<file path="src/rtl/boot_vec_pkg.sv">
package boot_vec_pkg;
  localparam logic [31:0] ROM_ENTRY_DEF = 32'h007E_0000;
  localparam int NUM_MODES = 4;

  typedef enum logic {
    SEL_MODE = 1'b0,
    SEL_ADDR = 1'b1
  } rd_sel_e;
endpackage

</file>
<file path="src/rtl/boot_shadow_capture.sv">
module boot_shadow_capture #(
  parameter int MODE_W     = 4,
  parameter int ADDR_W     = 32,
  parameter int ALIGN_BITS = 10,
  localparam int BASE_W    = ADDR_W - ALIGN_BITS
) (
  input  logic              clk,
  input  logic              rst,
  input  logic [MODE_W-1:0] ctl_mode,
  input  logic [ADDR_W-1:0] ctl_addr,
  output logic [MODE_W-1:0] mode_q,
  output logic [BASE_W-1:0] base_q
);
  logic [ALIGN_BITS-1:0] unused_low;
  assign unused_low = ctl_addr[ALIGN_BITS-1:0];

  // Track the live values during reset; freeze on release.
  always_ff @(posedge clk) begin
    if (rst) begin
      mode_q <= ctl_mode;
      base_q <= ctl_addr[ADDR_W-1:ALIGN_BITS];
    end
  end
endmodule

</file>
<file path="src/rtl/boot_mode_decode.sv">
module boot_mode_decode #(
  parameter int MODE_W    = 4,
  parameter int NUM_CODES = 4
) (
  input  logic [MODE_W-1:0]  mode,
  output logic [NUM_CODES:0] flags
);
  // flags[k-1] is code k; flags[NUM_CODES] covers every code above NUM_CODES.
  for (genvar k = 1; k <= NUM_CODES; k++) begin : g_code
    assign flags[k-1] = (mode == MODE_W'(k));
  end
  assign flags[NUM_CODES] = (mode > MODE_W'(NUM_CODES));
endmodule

</file>
<file path="src/rtl/boot_vector_out.sv">
module boot_vector_out #(
  parameter int              MODE_W     = 4,
  parameter int              ADDR_W     = 32,
  parameter int              ALIGN_BITS = 10,
  parameter int              NUM_CODES  = 4,
  parameter logic [ADDR_W-1:0] ROM_ENTRY = 32'h007E_0000,
  localparam int             BASE_W     = ADDR_W - ALIGN_BITS
) (
  input  logic               clk,
  input  logic               rst,
  input  logic [MODE_W-1:0]  mode_q,
  input  logic [BASE_W-1:0]  base_q,
  input  logic [NUM_CODES:0] flags_d,
  output logic [ADDR_W-1:0]  fetch_vec,
  output logic               vec_valid,
  output logic [NUM_CODES:0] flags_q
);
  logic [ADDR_W-1:0] vec_d;
  assign vec_d = (mode_q == '0) ? {base_q, {ALIGN_BITS{1'b0}}} : ROM_ENTRY;

  always_ff @(posedge clk) begin
    if (rst) begin
      fetch_vec <= '0;
      vec_valid <= 1'b0;
      flags_q   <= '0;
    end else begin
      fetch_vec <= vec_d;
      vec_valid <= 1'b1;
      flags_q   <= flags_d;
    end
  end
endmodule

</file>
<file path="src/rtl/boot_shadow_read.sv">
module boot_shadow_read #(
  parameter int MODE_W     = 4,
  parameter int ADDR_W     = 32,
  parameter int ALIGN_BITS = 10,
  parameter int ID_W       = 3,
  parameter logic [ID_W-1:0] CPU_ID = '0,
  localparam int BASE_W    = ADDR_W - ALIGN_BITS
) (
  input  logic              clk,
  input  logic              rst,
  input  logic              rd_en,
  input  logic [ID_W-1:0]   req_id,
  input  logic              rd_sel,
  input  logic [MODE_W-1:0] mode_q,
  input  logic [BASE_W-1:0] base_q,
  output logic [ADDR_W-1:0] rd_data,
  output logic              rd_err
);
  import boot_vec_pkg::*;

  logic [ADDR_W-1:0] word;
  assign word = (rd_sel_e'(rd_sel) == SEL_ADDR) ? {base_q, {ALIGN_BITS{1'b0}}}
                                               : {{(ADDR_W-MODE_W){1'b0}}, mode_q};

  always_ff @(posedge clk) begin
    if (rst) begin
      rd_data <= '0;
      rd_err  <= 1'b0;
    end else if (rd_en && req_id == CPU_ID) begin
      rd_data <= word;
      rd_err  <= 1'b0;
    end else begin
      rd_data <= '0;
      rd_err  <= rd_en;
    end
  end
endmodule

</file>
<file path="src/rtl/boot_vector_sel.sv">
module boot_vector_sel #(
  parameter int MODE_W     = 4,
  parameter int ADDR_W     = 32,
  parameter int ALIGN_BITS = 10,
  parameter int ID_W       = 3,
  parameter logic [ID_W-1:0]   CPU_ID    = '0,
  parameter logic [ADDR_W-1:0] ROM_ENTRY = boot_vec_pkg::ROM_ENTRY_DEF
) (
  input  logic              clk,
  input  logic              rst,
  input  logic [MODE_W-1:0] ctl_mode_i,
  input  logic [ADDR_W-1:0] ctl_addr_i,
  input  logic              rd_en_i,
  input  logic              wr_en_i,
  input  logic [ID_W-1:0]   req_id_i,
  input  logic              rd_sel_i,
  input  logic [ADDR_W-1:0] wr_data_i,
  output logic [ADDR_W-1:0] fetch_vec_o,
  output logic              vec_valid_o,
  output logic              boot_idle_o,
  output logic              boot_spin_o,
  output logic              boot_cache_o,
  output logic              boot_user_o,
  output logic              boot_rsvd_o,
  output logic [ADDR_W-1:0] rd_data_o,
  output logic              rd_err_o
);
  localparam int NUM_CODES = boot_vec_pkg::NUM_MODES;
  localparam int BASE_W    = ADDR_W - ALIGN_BITS;

  logic [MODE_W-1:0]  mode_q;
  logic [BASE_W-1:0]  base_q;
  logic [NUM_CODES:0] flags_d;
  logic [NUM_CODES:0] flags_q;

  // Shadow registers take no writes.
  logic unused_wr;
  assign unused_wr = ^{wr_en_i, wr_data_i};

  boot_shadow_capture #(.MODE_W(MODE_W), .ADDR_W(ADDR_W), .ALIGN_BITS(ALIGN_BITS)) u_cap (
    .clk(clk), .rst(rst), .ctl_mode(ctl_mode_i), .ctl_addr(ctl_addr_i),
    .mode_q(mode_q), .base_q(base_q)
  );

  boot_mode_decode #(.MODE_W(MODE_W), .NUM_CODES(NUM_CODES)) u_dec (
    .mode(mode_q), .flags(flags_d)
  );

  boot_vector_out #(
    .MODE_W(MODE_W), .ADDR_W(ADDR_W), .ALIGN_BITS(ALIGN_BITS),
    .NUM_CODES(NUM_CODES), .ROM_ENTRY(ROM_ENTRY)
  ) u_vec (
    .clk(clk), .rst(rst), .mode_q(mode_q), .base_q(base_q), .flags_d(flags_d),
    .fetch_vec(fetch_vec_o), .vec_valid(vec_valid_o), .flags_q(flags_q)
  );

  boot_shadow_read #(
    .MODE_W(MODE_W), .ADDR_W(ADDR_W), .ALIGN_BITS(ALIGN_BITS),
    .ID_W(ID_W), .CPU_ID(CPU_ID)
  ) u_rd (
    .clk(clk), .rst(rst), .rd_en(rd_en_i), .req_id(req_id_i), .rd_sel(rd_sel_i),
    .mode_q(mode_q), .base_q(base_q), .rd_data(rd_data_o), .rd_err(rd_err_o)
  );

  assign boot_idle_o  = flags_q[0];
  assign boot_spin_o  = flags_q[1];
  assign boot_cache_o = flags_q[2];
  assign boot_user_o  = flags_q[3];
  assign boot_rsvd_o  = flags_q[NUM_CODES];
endmodule

</file>
<file path="config.mk">
export PLATFORM = sky130hd
export DESIGN_NAME = boot_vector_sel
export DESIGN_NICKNAME = d
export VERILOG_FILES = /design/src/rtl/boot_vec_pkg.sv /design/src/rtl/boot_shadow_capture.sv /design/src/rtl/boot_mode_decode.sv /design/src/rtl/boot_vector_out.sv /design/src/rtl/boot_shadow_read.sv /design/src/rtl/boot_vector_sel.sv
export SDC_FILE = /design/constraint.sdc
export NUM_CORES = 1
export LEC_CHECK = 0
export ABC_AREA = 1
export CELL_PAD_IN_SITES_DETAIL_PLACEMENT = 0
export CELL_PAD_IN_SITES_GLOBAL_PLACEMENT = 1
export CORE_MARGIN = 2
export CORE_UTILIZATION = 30
export CTS_CLUSTER_DIAMETER = 30
export DETAILED_ROUTE_END_ITERATION = 16
export PLACE_DENSITY_LB_ADDON = 0.15
export SETUP_SLACK_MARGIN = 0.1
export SYNTH_ARGS = -nofsm -noshare
export SYNTH_HDL_FRONTEND = slang
export SYNTH_SLANG_ARGS = --single-unit
</file>
<file path="constraint.sdc">
create_clock -name clk -period 2.8 [get_ports clk]
set_input_delay 0.84 -clock clk [delete_from_list [all_inputs] [get_ports clk]]
set_output_delay 0.84 -clock clk [all_outputs]
set_load 0.01 [all_outputs]
</file>
After elaboration in Yosys (flattened, before gate mapping)
Index checks and enable logic that the tools add are counted.

storage, ports and cells
  latch bits = 0
  RAM bits = 0
  input bits = 76
  flip-flop bits (word level) = 97
  output and inout bits = 71
  memory bits (read-only) = 0
  memories = 0

operators by class
  multiplexer cells = 2
  magnitude comparators = 1
  $mul = 0
  add/subtract/negate cells = 0
  shifts and indexed selects = 0
  equal/unequal tests = 4
  bitwise operators = 3
  reductions and logical operators = 8
  div/mod/pow operators = 0

operators by type and width
  operator            number
  $mux 23             1
  $eq 4x2->1 const B  2
  $reduce_or 2->1     3
  $reduce_or 3->1     2
  $eq 4x1->1 const B  1
  $eq 4x3->1 const B  1
  $gt 4x3->1 const B  1
  $logic_not 4->1     1
  $logic_not 3->1     1
  $not 1->1           3
  $logic_and 1x1->1   1
  $mux 1              1

Depth between registers and ports, before layout
  word-level depth = 4
  mapped depth = 5

Cells and area by module
A second synthesis with hierarchy kept.

second synthesis, totals
  cells, all modules = 248
  area, all modules = 2733.9 um2

by module, submodules not included
  module               area each (um2)  seq. area each (um2)  cells an instance  instances
  boot_vector_out      979.7            560.5                 110                1
  boot_shadow_read     913.4            540.5                 97                 1
  boot_shadow_capture  780.7            780.7                 26                 1
  boot_mode_decode     60.1             0.0                   15                 1

Worst setup path after synthesis
OpenSTA, ideal clock, no wires.

  path kind = in2reg
  start = input port rd_en_i
  end = register u_rd.rd_data[12]
  stages = 5
  library setup time = 0.062 ns
  buffers on the path = 1
  arrival = 1.320 ns
  setup slack = 1.418 ns
  cells stage by stage = inv_1 nor2_4 nand4_4 buf_6 nor2_2

between the ends
  longest elaborated chain between the ends = 3

ends and longest elaborated chain
  what                       RTL line                RTL
  from (decl)                boot_vector_sel.sv:13   input logic rd_en_i,
  $logic_and 1x1->1          boot_shadow_read.sv:29  end else if (rd_en && req_id == CPU_ID) begin
  $not 1->1 (no line)        -
  $reduce_or 3->1 (no line)  -
  to (signal assigned)       boot_shadow_read.sv:30  rd_data <= word;
  to (decl)                  boot_shadow_read.sv:16  output logic [ADDR_W-1:0] rd_data,

No other way between the ends.
A chain may end at the register's enable or synchronous reset.

Worst setup path in the final report
  start = register u_rd.rd_data[13]
  end = output port rd_data_o[13]

RTL lines
  what       RTL line               RTL
  to (decl)  boot_vector_sel.sv:25  output logic [ADDR_W-1:0] rd_data_o,

No word-level cell between the ends.

==> reports/qor.yml <==
peakVddDrop_uv: 253
drive_above_1_share_pct: 14.8
regToRegSetupSlack_ns: 1.65
rsz0062_at_grt: "no"
wl_per_cell_um: 11.3
nets: 376
rows: 33
portBuffers: 87
grt_antenna_before_repair: 0
viasPerCell: 3.78
cts_buffer_depth: 2
first_pass_iters: 4
min_from: "u_cap.base_q[0]"
power_uw: 2220
grt_pass1_vias: 1481
critPathKind: "reg -> out"
cts-root-buf: "clkbuf_8"
coreArea_um2: 8260
cp-startpoint: "u_rd.rd_data[13]"
power.leakage_uw: 0.00150
grt_pass1_wl_um: 7060
place_congestion: 0.700
ioPinCount: 147
period_needed_ns: 2.05
dp_slack_ns: 0.572
fillers: 807
outcome: "finished clean"
setup_viol: 0
num_vias: 1549
drt_iter0_drc: 22
cts_buffers: 9
synth_cell_types: 18
drc: 0
worstPathArrival_ns: 1.21
yosys_register_bits: 81
grt_max_degree: 29
cp_slowest_cell: "clkdlybuf4s50_1"
worstSetupEndpointType: "output pin"
finalInstanceArea_um2: 3650
worst_slack_ns: 0.754
final_cell_mix: "86 x clkdlybuf4s50_1, 55 x dfxtp_1, 35 x inv_1, 26 x edfxtp_1, 25 x nor2_1"
ys_seq_area_share_pct: 73.2
antenna_cells: 0
ys.warnings.count: 0
final.setup.tns_ns: 0
area_growth_pct: 42.2
synth.avg_cell_area_um2: 12.5
finalWirelength_um: 4630
clkSlewWorstSetupHoldPaths_ns: 0.07
maxCapViolCount: 0
worst_path_largest_cell_delay_ns: 0.56
grt_overflow_total: 0
htreeDepth: 3
cpLargestDelayFamily: "buffers and inverters"
path_max_fanout: 1
start_kind: "register"
finalCritPeriodShare_pct: 73.1
hp-class: "reg -> reg"
start_util_pct: 31.1
detail-route-antenna-nets: 0
worst_ep_required_time_ns: 1.96
crit_chain: "clkdlybuf4s50_1"
final_max_slew_viol_count: 0
die_y_um: 96.6
cts_tree: "done"
synth_area_um2: 2570
timing.hold.ws_ns: 0.483
die-area_um2: 9320
dpl_cell_area_um2: 3470
p_per_area_nw_per_um2: 608
timing.rr.start: "u_cap.mode_q[1]"
cts_sinks: 81
fmax_mhz: 489
grt_usage_pct: 10.9
hold_viol_final: 0
final_common_cell: "clkdlybuf4s50_1"
post-cts-setup-buffers: 0
die_w_um: 96.6
netlist_instances: 206
cts_repair_resize_count: 0
dp_hpwl_um: 3140
fin_skew_ns: 0.00968
critPathBufInv: 1
clk_latency_ns: 0.34
cts-hold-fix-buffers: 0
-- stage by stage --
step	util, %	std cells
floorplan	-	221
global placement	42.0	394
detailed placement	42.0	394
CTS	44.3	410
global route	44.3	410
finish	44.3	410
-- cells in the mapped netlist --
cell type | count | area [um2]
nor2_1 | 25 | 93.8
inv_1 | 35 | 131
conb_1 | 1 | 3.75
nand3_1 | 3 | 15.0
dfxtp_1 | 55 | 1100
nand4_4 | 1 | 21.3
buf_6 | 4 | 45.0
nand2_1 | 4 | 15.0
nor2_4 | 4 | 45.0
edfxtp_1 | 26 | 781
nor3_1 | 1 | 5.00
inv_2 | 1 | 3.75
nor2_2 | 20 | 125
a21oi_1 | 2 | 10.0
buf_4 | 16 | 120
nand3_4 | 1 | 17.5
nand4_1 | 1 | 6.26
o21ai_0 | 6 | 30.0
-- tightest hold or removal path: stages, from the launching register on --
cell      delay (ns)
edfxtp_1        0.32
inv_1           0.05
nor2_1          0.08
-- report_power, final --
part | total (uW) | switching, uW | internal [uW] | leakage [uW]
sequential | 1280 | 16.3 | 1260 | 0.000701
clock | 793 | 399 | 395 | 0.000104
combinational | 153 | 75.9 | 77.2 | 0.000696
-- final timing paths --
path | end | cells past startpoint
setup / recovery | rd_data_o[13] | 1
hold / removal | u_rd.rd_data[10] | 2
setup reg to reg | u_vec.fetch_vec[18] | 4
hold reg to reg | u_rd.rd_data[10] | 2
-- per-layer routing --
layer	global-route usage, %	vias up	wire length, um
met4	5.63	0	99
li1	-	781	-
met3	5.74	7	374
met1	12.1	697	1940
met2	16.8	64	2210
met5	0	-	0
-- flip-flops by register name (all words and copies together) (netlist names) --
name             count
u_rd.rd_data        26
u_cap.base_q        22
u_vec.fetch_vec     22
u_vec.flags_q        5
u_cap.mode_q         4
u_rd.rd_err          1
u_vec.vec_valid      1
-- logic make-up after synthesis --
group                  Yosys count  share of synthesized area (%)
buffers and inverters           56                           11.7
flip-flops                      81                           73.2
other                            1                          0.146
AND/OR/NAND/NOR                 60                           13.4
AO/OA/AOI/OAI                    8                           1.56
-- layout make-up --
cell class / instances / area [um2] / area share, %
flip-flops and latches: 81 / 1880 / 51.5
repair buffers: 88 / 873 / 23.9
multi-input cells: 84 / 444 / 12.2
clock buffers: 11 / 163 / 4.45
inverters: 36 / 135 / 3.70
well taps: 105 / 131 / 3.59
clock inverters: 5 / 26.3 / 0.719
No activity file was read; power rests on OpenSTA's default activity.
